$ cat src/rtl/mixer_ctl_pkg.sv
package mixer_ctl_pkg;

  localparam int DATA_W = 8;
  localparam int IDX_W  = 5;
  localparam int N_EXT  = 7;
  localparam int CTL_W  = 2 * DATA_W + 9 + 4 * DATA_W;

  typedef logic [DATA_W-1:0] byte_t;
  typedef logic [IDX_W-1:0]  num_t;

  // extended space
  localparam num_t EX_BASE  = 5'h12;
  localparam num_t EX_ADC   = 5'h12;
  localparam num_t EX_DAC   = 5'h13;
  localparam num_t EX_RSV_A = 5'h14;
  localparam num_t EX_RSV_B = 5'h15;
  localparam num_t EX_WT_L  = 5'h16;
  localparam num_t EX_WT_R  = 5'h17;
  localparam num_t EX_FEAT  = 5'h18;
  localparam int   SLOT_WT_L = 4;
  localparam int   SLOT_WT_R = 5;
  localparam int   SLOT_FEAT = 6;

  // plain space
  localparam num_t PL_AUX1_L = 5'd2;
  localparam num_t PL_AUX1_R = 5'd3;
  localparam num_t PL_MODE   = 5'h0C;
  localparam num_t PL_DAC2_L = 5'd18;
  localparam num_t PL_DAC2_R = 5'd19;

  // bit positions
  localparam int MUTE_BIT   = 7;
  localparam int MODE_3D    = 3;
  localparam int FB_LOOP    = 0;
  localparam int FB_VPORT   = 1;
  localparam int FB_HOLD    = 2;
  localparam int FB_DSP     = 3;
  localparam int FB_3D      = 4;
  localparam int FB_REMAP   = 5;
  localparam int FB_PORT    = 7;

  typedef struct packed {
    logic ext;
    num_t num;
  } reg_addr_t;

  typedef struct packed {
    logic      valid;
    reg_addr_t addr;
    byte_t     data;
  } wr_cmd_t;

  function automatic reg_addr_t decode_index(input byte_t v);
    reg_addr_t a;
    a.ext = v[DATA_W-1];
    a.num = v[IDX_W-1:0];
    return a;
  endfunction

  function automatic num_t slot_num(input int i);
    return num_t'(int'(EX_BASE) + i);
  endfunction

  function automatic byte_t ext_reset_val(input int i, input logic wt_en);
    byte_t v;
    v = '0;
    if (i == SLOT_WT_L || i == SLOT_WT_R) v[MUTE_BIT] = ~wt_en;
    return v;
  endfunction

  // the 3D bit of the feature slot lives in the shared flop
  function automatic byte_t ext_store_val(input int i, input byte_t d);
    byte_t v;
    v = d;
    if (i == SLOT_FEAT) v[FB_3D] = 1'b0;
    return v;
  endfunction

  function automatic byte_t with_bit(input byte_t v, input int pos, input logic b);
    byte_t r;
    r = v;
    r[pos] = b;
    return r;
  endfunction

endpackage

$ cat src/rtl/mixer_ctl_host_port.sv
module mixer_ctl_host_port
  import mixer_ctl_pkg::*;
(
  input  logic      clk,
  input  logic      rst_n,
  input  logic      idx_we,
  input  logic      data_we,
  input  byte_t     wdata,
  output reg_addr_t cur_addr,
  output wr_cmd_t   cmd
);

  always_ff @(posedge clk) begin
    if (!rst_n) begin
      cur_addr <= '0;
      cmd      <= '0;
    end else begin
      if (idx_we) cur_addr <= decode_index(wdata);
      cmd.valid <= data_we;
      if (data_we) begin
        cmd.addr <= cur_addr;
        cmd.data <= wdata;
      end
    end
  end

endmodule

$ cat src/rtl/mixer_ctl_bank.sv
module mixer_ctl_bank
  import mixer_ctl_pkg::*;
(
  input  logic                    clk,
  input  logic                    rst_n,
  input  logic                    wt_en_cfg,
  input  wr_cmd_t                 cmd,
  output logic [N_EXT-1:0][DATA_W-1:0] ext_q,
  output byte_t                   aux1_l_q,
  output byte_t                   aux1_r_q,
  output byte_t                   dac2_l_q,
  output byte_t                   dac2_r_q,
  output byte_t                   mode_q,
  output logic                    en3d_q,
  output logic                    commit_hit
);

  logic [N_EXT-1:0] ext_hit;

  for (genvar i = 0; i < N_EXT; i++) begin : g_ext
    logic hit;
    assign hit = cmd.valid && cmd.addr.ext && (cmd.addr.num == slot_num(i));
    assign ext_hit[i] = hit;
    always_ff @(posedge clk) begin
      if (!rst_n)   ext_q[i] <= ext_reset_val(i, wt_en_cfg);
      else if (hit) ext_q[i] <= ext_store_val(i, cmd.data);
    end
  end

  function automatic logic plain_hit(input wr_cmd_t c, input num_t n);
    return c.valid && !c.addr.ext && (c.addr.num == n);
  endfunction

  logic hit_a1l, hit_a1r, hit_d2l, hit_d2r, hit_mode, remap;

  assign hit_a1l  = plain_hit(cmd, PL_AUX1_L);
  assign hit_a1r  = plain_hit(cmd, PL_AUX1_R);
  assign hit_d2l  = plain_hit(cmd, PL_DAC2_L);
  assign hit_d2r  = plain_hit(cmd, PL_DAC2_R);
  assign hit_mode = plain_hit(cmd, PL_MODE);
  assign remap    = ext_q[SLOT_FEAT][FB_REMAP];

  assign commit_hit = (|ext_hit) | hit_a1l | hit_a1r | hit_d2l | hit_d2r | hit_mode;

  always_ff @(posedge clk) begin
    if (!rst_n) begin
      aux1_l_q <= '0;
      aux1_r_q <= '0;
      dac2_l_q <= '0;
      dac2_r_q <= '0;
      mode_q   <= '0;
      en3d_q   <= 1'b0;
    end else begin
      if (hit_a1l || (remap && hit_d2l)) aux1_l_q <= cmd.data;
      if (hit_a1r || (remap && hit_d2r)) aux1_r_q <= cmd.data;
      if (hit_d2l) dac2_l_q <= cmd.data;
      if (hit_d2r) dac2_r_q <= cmd.data;
      if (hit_mode) begin
        mode_q <= with_bit(cmd.data, MODE_3D, 1'b0);
        en3d_q <= cmd.data[MODE_3D];
      end else if (ext_hit[SLOT_FEAT]) begin
        en3d_q <= cmd.data[FB_3D];
      end
    end
  end

endmodule

$ cat src/rtl/mixer_ctl_view.sv
module mixer_ctl_view
  import mixer_ctl_pkg::*;
(
  input  reg_addr_t               cur_addr,
  input  logic [N_EXT-1:0][DATA_W-1:0] ext_q,
  input  byte_t                   aux1_l_q,
  input  byte_t                   aux1_r_q,
  input  byte_t                   dac2_l_q,
  input  byte_t                   dac2_r_q,
  input  byte_t                   mode_q,
  input  logic                    en3d_q,
  output byte_t                   rdata,
  output byte_t                   adc_rate,
  output byte_t                   dac_rate,
  output logic                    wt_mute_l,
  output logic                    wt_mute_r,
  output logic                    loopback_en,
  output logic                    vport_en,
  output logic                    sample_hold,
  output logic                    dsp_dac1,
  output logic                    en_3d,
  output logic                    aux1_remap,
  output logic                    port_en
);

  function automatic byte_t read_ext(input num_t n,
                                     input logic [N_EXT-1:0][DATA_W-1:0] q,
                                     input logic b3d);
    byte_t r;
    r = '0;
    for (int i = 0; i < N_EXT; i++) begin
      if (n == slot_num(i)) r = q[i];
    end
    if (n == EX_FEAT) r = with_bit(r, FB_3D, b3d);
    return r;
  endfunction

  function automatic byte_t read_plain(input num_t n, input byte_t a1l, input byte_t a1r,
                                       input byte_t d2l, input byte_t d2r,
                                       input byte_t md, input logic b3d);
    byte_t r;
    case (n)
      PL_AUX1_L: r = a1l;
      PL_AUX1_R: r = a1r;
      PL_DAC2_L: r = d2l;
      PL_DAC2_R: r = d2r;
      PL_MODE:   r = with_bit(md, MODE_3D, b3d);
      default:   r = '0;
    endcase
    return r;
  endfunction

  always_comb begin
    if (cur_addr.ext) rdata = read_ext(cur_addr.num, ext_q, en3d_q);
    else rdata = read_plain(cur_addr.num, aux1_l_q, aux1_r_q, dac2_l_q, dac2_r_q,
                            mode_q, en3d_q);
  end

  localparam int S_ADC = int'(EX_ADC - EX_BASE);
  localparam int S_DAC = int'(EX_DAC - EX_BASE);

  assign adc_rate    = ext_q[S_ADC];
  assign dac_rate    = ext_q[S_DAC];
  assign wt_mute_l   = ext_q[SLOT_WT_L][MUTE_BIT];
  assign wt_mute_r   = ext_q[SLOT_WT_R][MUTE_BIT];
  assign loopback_en = ext_q[SLOT_FEAT][FB_LOOP];
  assign vport_en    = ext_q[SLOT_FEAT][FB_VPORT];
  assign sample_hold = ext_q[SLOT_FEAT][FB_HOLD];
  assign dsp_dac1    = ext_q[SLOT_FEAT][FB_DSP];
  assign en_3d       = en3d_q;
  assign aux1_remap  = ext_q[SLOT_FEAT][FB_REMAP];
  assign port_en     = ext_q[SLOT_FEAT][FB_PORT];

endmodule

$ cat src/rtl/mixer_ctl_regfile.sv
module mixer_ctl_regfile
  import mixer_ctl_pkg::*;
(
  input  logic       clk,
  input  logic       rst_n,
  input  logic       wt_en_cfg,
  input  logic       host_idx_we,
  input  logic       host_data_we,
  input  logic [7:0] host_wdata,
  output logic [7:0] host_rdata,
  output logic [7:0] adc_rate,
  output logic [7:0] dac_rate,
  output logic       wt_mute_l,
  output logic       wt_mute_r,
  output logic       loopback_en,
  output logic       vport_en,
  output logic       sample_hold,
  output logic       dsp_dac1,
  output logic       en_3d,
  output logic       aux1_remap,
  output logic       port_en,
  output logic [7:0] aux1_vol_l,
  output logic [7:0] aux1_vol_r,
  output logic [7:0] dac2_vol_l,
  output logic [7:0] dac2_vol_r
);

  reg_addr_t cur_addr;
  wr_cmd_t   cmd;
  logic [N_EXT-1:0][DATA_W-1:0] ext_q;
  byte_t     mode_q;
  logic      en3d_q;
  logic      commit_hit;

  // named events for the checker
  logic              cmd_valid;
  logic [IDX_W:0]    cmd_addr;
  byte_t             cmd_data;
  logic [CTL_W-1:0]  ctl_bus;

  mixer_ctl_host_port u_port (
    .clk      (clk),
    .rst_n    (rst_n),
    .idx_we   (host_idx_we),
    .data_we  (host_data_we),
    .wdata    (host_wdata),
    .cur_addr (cur_addr),
    .cmd      (cmd)
  );

  mixer_ctl_bank u_bank (
    .clk        (clk),
    .rst_n      (rst_n),
    .wt_en_cfg  (wt_en_cfg),
    .cmd        (cmd),
    .ext_q      (ext_q),
    .aux1_l_q   (aux1_vol_l),
    .aux1_r_q   (aux1_vol_r),
    .dac2_l_q   (dac2_vol_l),
    .dac2_r_q   (dac2_vol_r),
    .mode_q     (mode_q),
    .en3d_q     (en3d_q),
    .commit_hit (commit_hit)
  );

  mixer_ctl_view u_view (
    .cur_addr    (cur_addr),
    .ext_q       (ext_q),
    .aux1_l_q    (aux1_vol_l),
    .aux1_r_q    (aux1_vol_r),
    .dac2_l_q    (dac2_vol_l),
    .dac2_r_q    (dac2_vol_r),
    .mode_q      (mode_q),
    .en3d_q      (en3d_q),
    .rdata       (host_rdata),
    .adc_rate    (adc_rate),
    .dac_rate    (dac_rate),
    .wt_mute_l   (wt_mute_l),
    .wt_mute_r   (wt_mute_r),
    .loopback_en (loopback_en),
    .vport_en    (vport_en),
    .sample_hold (sample_hold),
    .dsp_dac1    (dsp_dac1),
    .en_3d       (en_3d),
    .aux1_remap  (aux1_remap),
    .port_en     (port_en)
  );

  assign cmd_valid = cmd.valid;
  assign cmd_addr  = cmd.addr;
  assign cmd_data  = cmd.data;
  assign ctl_bus   = {adc_rate, dac_rate, wt_mute_l, wt_mute_r, loopback_en, vport_en,
                      sample_hold, dsp_dac1, en_3d, aux1_remap, port_en,
                      aux1_vol_l, aux1_vol_r, dac2_vol_l, dac2_vol_r};

endmodule

$ cat config.mk
export PLATFORM = sky130hd
export DESIGN_NAME = mixer_ctl_regfile
export DESIGN_NICKNAME = d
export VERILOG_FILES = /design/src/rtl/mixer_ctl_pkg.sv /design/src/rtl/mixer_ctl_host_port.sv /design/src/rtl/mixer_ctl_bank.sv /design/src/rtl/mixer_ctl_view.sv /design/src/rtl/mixer_ctl_regfile.sv
export SDC_FILE = /design/constraint.sdc
export NUM_CORES = 1
export LEC_CHECK = 0
export CAP_MARGIN = 10
export CELL_PAD_IN_SITES_DETAIL_PLACEMENT = 1
export CELL_PAD_IN_SITES_GLOBAL_PLACEMENT = 2
export CORE_MARGIN = 2
export CORE_UTILIZATION = 31
export CTS_CLUSTER_SIZE = 40
export DETAILED_ROUTE_END_ITERATION = 12
export PLACE_DENSITY = 0.8
export SETUP_SLACK_MARGIN = 0.15
export SLEW_MARGIN = 20
export SYNTH_ARGS = -nofsm -noshare
export SYNTH_HDL_FRONTEND = slang
export SYNTH_SLANG_ARGS = --single-unit
$ cat constraint.sdc
create_clock -name clk -period 1.65 [get_ports clk]
set_clock_uncertainty 0.15 [all_clocks]
set_input_delay 0.165 -clock clk [delete_from_list [all_inputs] [get_ports clk]]
set_output_delay 0.165 -clock clk [all_outputs]
set_load 0.01 [all_outputs]
### After elaboration in Yosys (flattened, before gate mapping)

Cells that the tools add are included.

* logic and storage cells: 80
* input bits: 13
* register bits after elaboration: 116

* eq/ne operators: 22
* bitwise gates (word level): 1
* muxes and demuxes: 16
* reductions and logical operators: 20

Operators with widths (number)
* $mux 8: 12
* $eq 5x5->1 const B: 14
* $pmux 8 s5: 1
* $eq 5x2->1 const B: 4
* $logic_and 1x1->1: 16
* $eq 5x4->1 const B: 2
* $mux 5: 1
* $ne 2x1->1 const B: 2
* $logic_or 1x1->1: 2
* $mux 1: 2
* $reduce_bool 2->1: 1
* $logic_not 1->1: 1
* $not 1->1: 1

### Longest topological paths before layout

* depth after elaboration: 10
* gate-level depth with buffers: 7

### Modules after synthesis

From an unflattened synthesis, not the netlist that was laid out.

* cell total of the unflattened synthesis: 645
* area, all modules: 6123.4 µm²

By module, submodules not included
* mixer_ctl_bank: times used 1, area each 3866.2 µm², cells an instance 377, seq. area each 1921.8 µm²
* mixer_ctl_view: times used 1, area each 1460.2 µm², cells an instance 201, seq. area each 0.0 µm²
* mixer_ctl_host_port: times used 1, area each 797.0 µm², cells an instance 67, seq. area each 420.4 µm²

### Worst setup path before layout

No wires, ideal clock.

* kind: flip-flop to output port
* from: reg, netlist name u_port.cur_addr[2]
* to: out host_rdata[0]
* required time: 1.335 ns
* arrival: 1.470 ns
* slack: -0.135 ns
* cell stages (with the launch flop): 7
* cells stage by stage: dfxtp_1 buf_2 and2b_1 a21oi_1 o221ai_1 a21oi_1 o311ai_1

* cells in the longest elaborated chain, start to end: 10
* elaborated cells on any way between the ends: 20
* classes of those cells: 10 x eq/ne; 10 x mux

Ends and longest elaborated chain
* $eq 5x5->1: line mixer_ctl_view.sv:32, mixer_ctl_view.sv:42
* $mux 8 (7 in series): line mixer_ctl_view.sv:32 `if (n == slot_num(i)) r = q[i];`
* $mux 5: line mixer_ctl_view.sv:34 `if (n == EX_FEAT) r = with_bit(r, FB_3D, b3d);`
* $mux 8 (*): line mixer_ctl_view.sv:54 `if (cur_addr.ext) rdata = read_ext(cur_addr.num, ext_q, en3d_q);`
* to (decl): line mixer_ctl_regfile.sv:10 `output logic [7:0] host_rdata,`

Every way passes the cells marked *; elsewhere a longest branch is shown, timed or not.

### Worst setup path in the final report

* from: reg, netlist name u_port.cur_addr[2]
* to: out host_rdata[2]

* cells in the longest elaborated chain, start to end: 10
* elaborated cells on any way between the ends: 20
* classes of those cells: 10 x eq/ne; 10 x mux

Ends and longest elaborated chain (line)
* $eq 5x5->1: mixer_ctl_view.sv:32, mixer_ctl_view.sv:42
* $mux 8 (7 in series): mixer_ctl_view.sv:32
* $mux 5: mixer_ctl_view.sv:34
* $mux 8 (*): mixer_ctl_view.sv:54

Marks and branches as above.

==> impl_metrics.tcl <==
set metrics [dict create \
    synth_top_area_share_pct 39.7 \
    place_hpwl_um 15400 \
    synthXorXnorAreaFrac_pct 0 \
    largest_net_degree_at_the_start_of_global_routing 37 \
    syn_avg_cell_area_um2 9.75 \
    chipWidth_um 140 \
    h-tree-depth 4 \
    tns_ns -6.82 \
    synth_cell_types 63 \
    port_buffers 77 \
    gr-total-overflow 0 \
    yosys.area_share.adder_pct 0 \
    combinational_family_with_the_most_area_after_synthesis "simple AND/OR/NAND/NOR gates" \
    clkSlewWorstSetupHoldPaths_ns 0.06 \
    post_synth_inst_count 590 \
    report.final.setup_viol 20 \
    synth.top_cells.by_area "sky130_fd_sc_hd__dfxtp_1 40%, sky130_fd_sc_hd__mux2i_1 20%, sky130_fd_sc_hd__nor2b_1 12%" \
    status "finished, violations left" \
    drt-total-wl_um 23400 \
    synth.mux.area_fraction_pct 21.4 \
    areaGrowthSynthToFinish_pct 61.0 \
    grt_setup_unrepaired "true" \
    cts_sinks 116 \
    p_leak_nw 4.04 \
    diodes 0 \
    clk_path_buf_depth 2 \
    boundaryPins 78 \
    worstSetupStartpointType "flip-flop" \
    track_usage_pct 23.8 \
    post-layout-total-power_mw 7.68 \
    cts_tree "built" \
    worst_ep_required_time_ns 1.33 \
    worst_skew_pair.late_latency_ns 0.42 \
    synth_edf_count 2 \
    drive_above_1_share_pct 43.6 \
    syn_nets 603 \
    tightest_slew_ns 0.569 \
    core_region_area_mm2 0.0181 \
    worstHoldPathType "in2reg" \
    finalHoldWorstSlack_ns 0.145 \
    place_congestion 0.926 \
    synth_simple_gate_area_share_pct 21.6 \
    root_buffer "sky130_fd_sc_hd__clkbuf_16" \
    timing_hold_violations_final 0 \
    place_worst_setup_slack_ns -0.800 \
    rows 49 \
    synthesis.yosys.warnings 0 \
    path_class "reg2out" \
    nets 818 \
    crit_path_max_fanout 5 \
    ys_seq_elements 116 \
    ys.flop_type "sky130_fd_sc_hd__dfxtp_1" \
    irDropWorstVdd_mv 0.941 \
    die_height_um 140 \
    antenna_found_initial 0 \
    route.vias.total 5450 \
    fin_ws_ns -0.888 \
    firstDrtPassIters 4 \
    yosys.area.top_type "sky130_fd_sc_hd__dfxtp_1" \
    endpoint_kind "primary output" \
    min_period_ns 2.54 \
    drt_drc_violations_left 0 \
    ys_top_cells_by_count "114 x sky130_fd_sc_hd__dfxtp_1, 114 x sky130_fd_sc_hd__mux2i_1, 109 x sky130_fd_sc_hd__nor2b_1" \
    detail_route.wl_per_cell_um 22.4 \
    failed_checks "negative setup slack" \
    maxClockFrequency_mhz 394 \
    cell_area_after_synthesis_mm2 0.00575 \
    filler_cells_inserted 1947 \
    max-slew-margin-rel_pct 62.1 \
    floorplan.die_area_mm2 0.0197 \
    power_per_cell_area_mw_per_mm2 829 \
    synth_compound_gate_area_share_pct 9.92 \
    synthArstFlopShare_pct 0 \
    holdBufCountCts 0 \
    ys_seq_area_share_pct 40.7 \
    detail_route.vias_per_cell 5.21 \
    start_util_pct 31.8 \
    first_global_vias 5984 \
    detail-route-antenna-nets 0 \
    period_utilization_post_route_pct 154 \
    number_of_buffers_added_by_the_clock_tree_synthesis_step 17 \
    grt_pass1_wl_um 35100 \
    drtIter0Drc 337 \
    cp.arrival_ns 2.22 \
    slew_viol_final 0 \
    total_of_max_cap_violations 0 \
]
==> layer usage <==
metal	vias to the layer above	global-route usage, %	routed length, µm
met2	148	42.3	12200
li1	2481	-	-
met1	2776	28.1	9750
met5	-	0	0
met4	0	9.73	716
met3	45	4.48	804
==> state kept, by name, summed over array words and instances, names as in the netlist <==
signal,flops
u_bank.ext_q,55
u_bank.mode_q,7
u_bank.aux1_r_q,8
u_port.cmd,15
u_bank.dac2_r_q,8
u_bank.aux1_l_q,8
u_bank.dac2_l_q,8
u_port.cur_addr,6
u_bank.en3d_q,1
==> critical path, stage by stage (launching register included) <==
cell	delay (ns)
sky130_fd_sc_hd__dfxtp_4	0.36
sky130_fd_sc_hd__buf_6	0.13
sky130_fd_sc_hd__buf_6	0.12
sky130_fd_sc_hd__nor4bb_1	0.13
sky130_fd_sc_hd__o21ai_0	0.30
sky130_fd_sc_hd__o21ai_1	0.18
sky130_fd_sc_hd__a41o_1	0.24
sky130_fd_sc_hd__a31oi_2	0.17
sky130_fd_sc_hd__buf_2	0.16
==> stage by stage <==
step / std cells / instance area (µm²) / utilization, %
after global placement: 972 / 7730 / 42.8
after floorplan: 590 / 5910 / -
after global routing: 1047 / 9260 / 51.2
after CTS: 1036 / 8980 / 49.6
final: 1047 / 9260 / 51.2
after detailed placement: 972 / 7730 / 42.8
==> final cells by class <==
type                            count  area, µm²  area share [%]
Tap cell                          229        287            3.09
Clock buffer                       23        498            5.38
Multi-Input combinational cell    405       3580            38.6
Inverter                            4       15.0           0.162
Clock inverter                      9        148            1.59
Sequential cell                   116       2390            25.9
Timing Repair Buffer              261       2340            25.3
==> path summary, 6_finish.rpt <==
check | end | slack (ns) | cells past startpoint | start
worst min-delay path | u_bank.ext_q[7] | 0.14 | 2 | rst_n
worst max register to register | u_bank.ext_q[46] | -0.05 | 8 | u_port.cmd[13]
worst min register to register | u_bank.ext_q[37] | 0.36 | 2 | u_bank.ext_q[37]
worst max-delay path | host_rdata[2] | -0.89 | 8 | u_port.cur_addr[2]
==> placed cells by master, fill, tap and decap left out, drive strengths merged, types with 3 or more instances in the layout <==
cell	synthesis	layout
buf	39	195
mux2i	114	114
dfxtp	114	114
nor2b	111	111
dlygate4sd2	0	36
nand2	29	29
clkbuf	26	24
clkdlybuf4s15	0	18
nor2	17	17
a21oi	15	15
nand3	15	15
o21ai	15	15
clkdlybuf4s50	0	11
a21boi	9	9
nor3b	6	6
a22oi	6	6
nand2b	5	5
inv	4	4
o221ai	4	4
clkinv	0	4
bufinv	0	4
o22ai	4	4
nand4	3	3
mux4	3	3
and3	3	3
a31o	3	3
a31oi	3	3
and2	3	3
==> report_power, final <==
group	leakage [nW]	internal [mW]	switching, mW	total (mW)
logic	2.76	0.361	0.361	0.722
clock network	0.319	2.72	1.35	4.07
registers	0.955	2.84	0.0512	2.89
==> logic make-up (layout without fill, tap and decap cells) <==
family                 Yosys count  in the layout
flip-flops                     116            116
multiplexers                   119            119
AND/OR/NAND/NOR                205            205
AO/OA/AOI/OAI                   81             81
buffers and inverters           69            297
==> repair_timing <==
action                     4_1_cts  5_1_grt
setup endpoints to repair      161      125
gates resized for setup        228       60
pin swaps                       38       25
buffers inserted                32       11
gates cloned                     0        0
(Power assumes the default switching activity.)
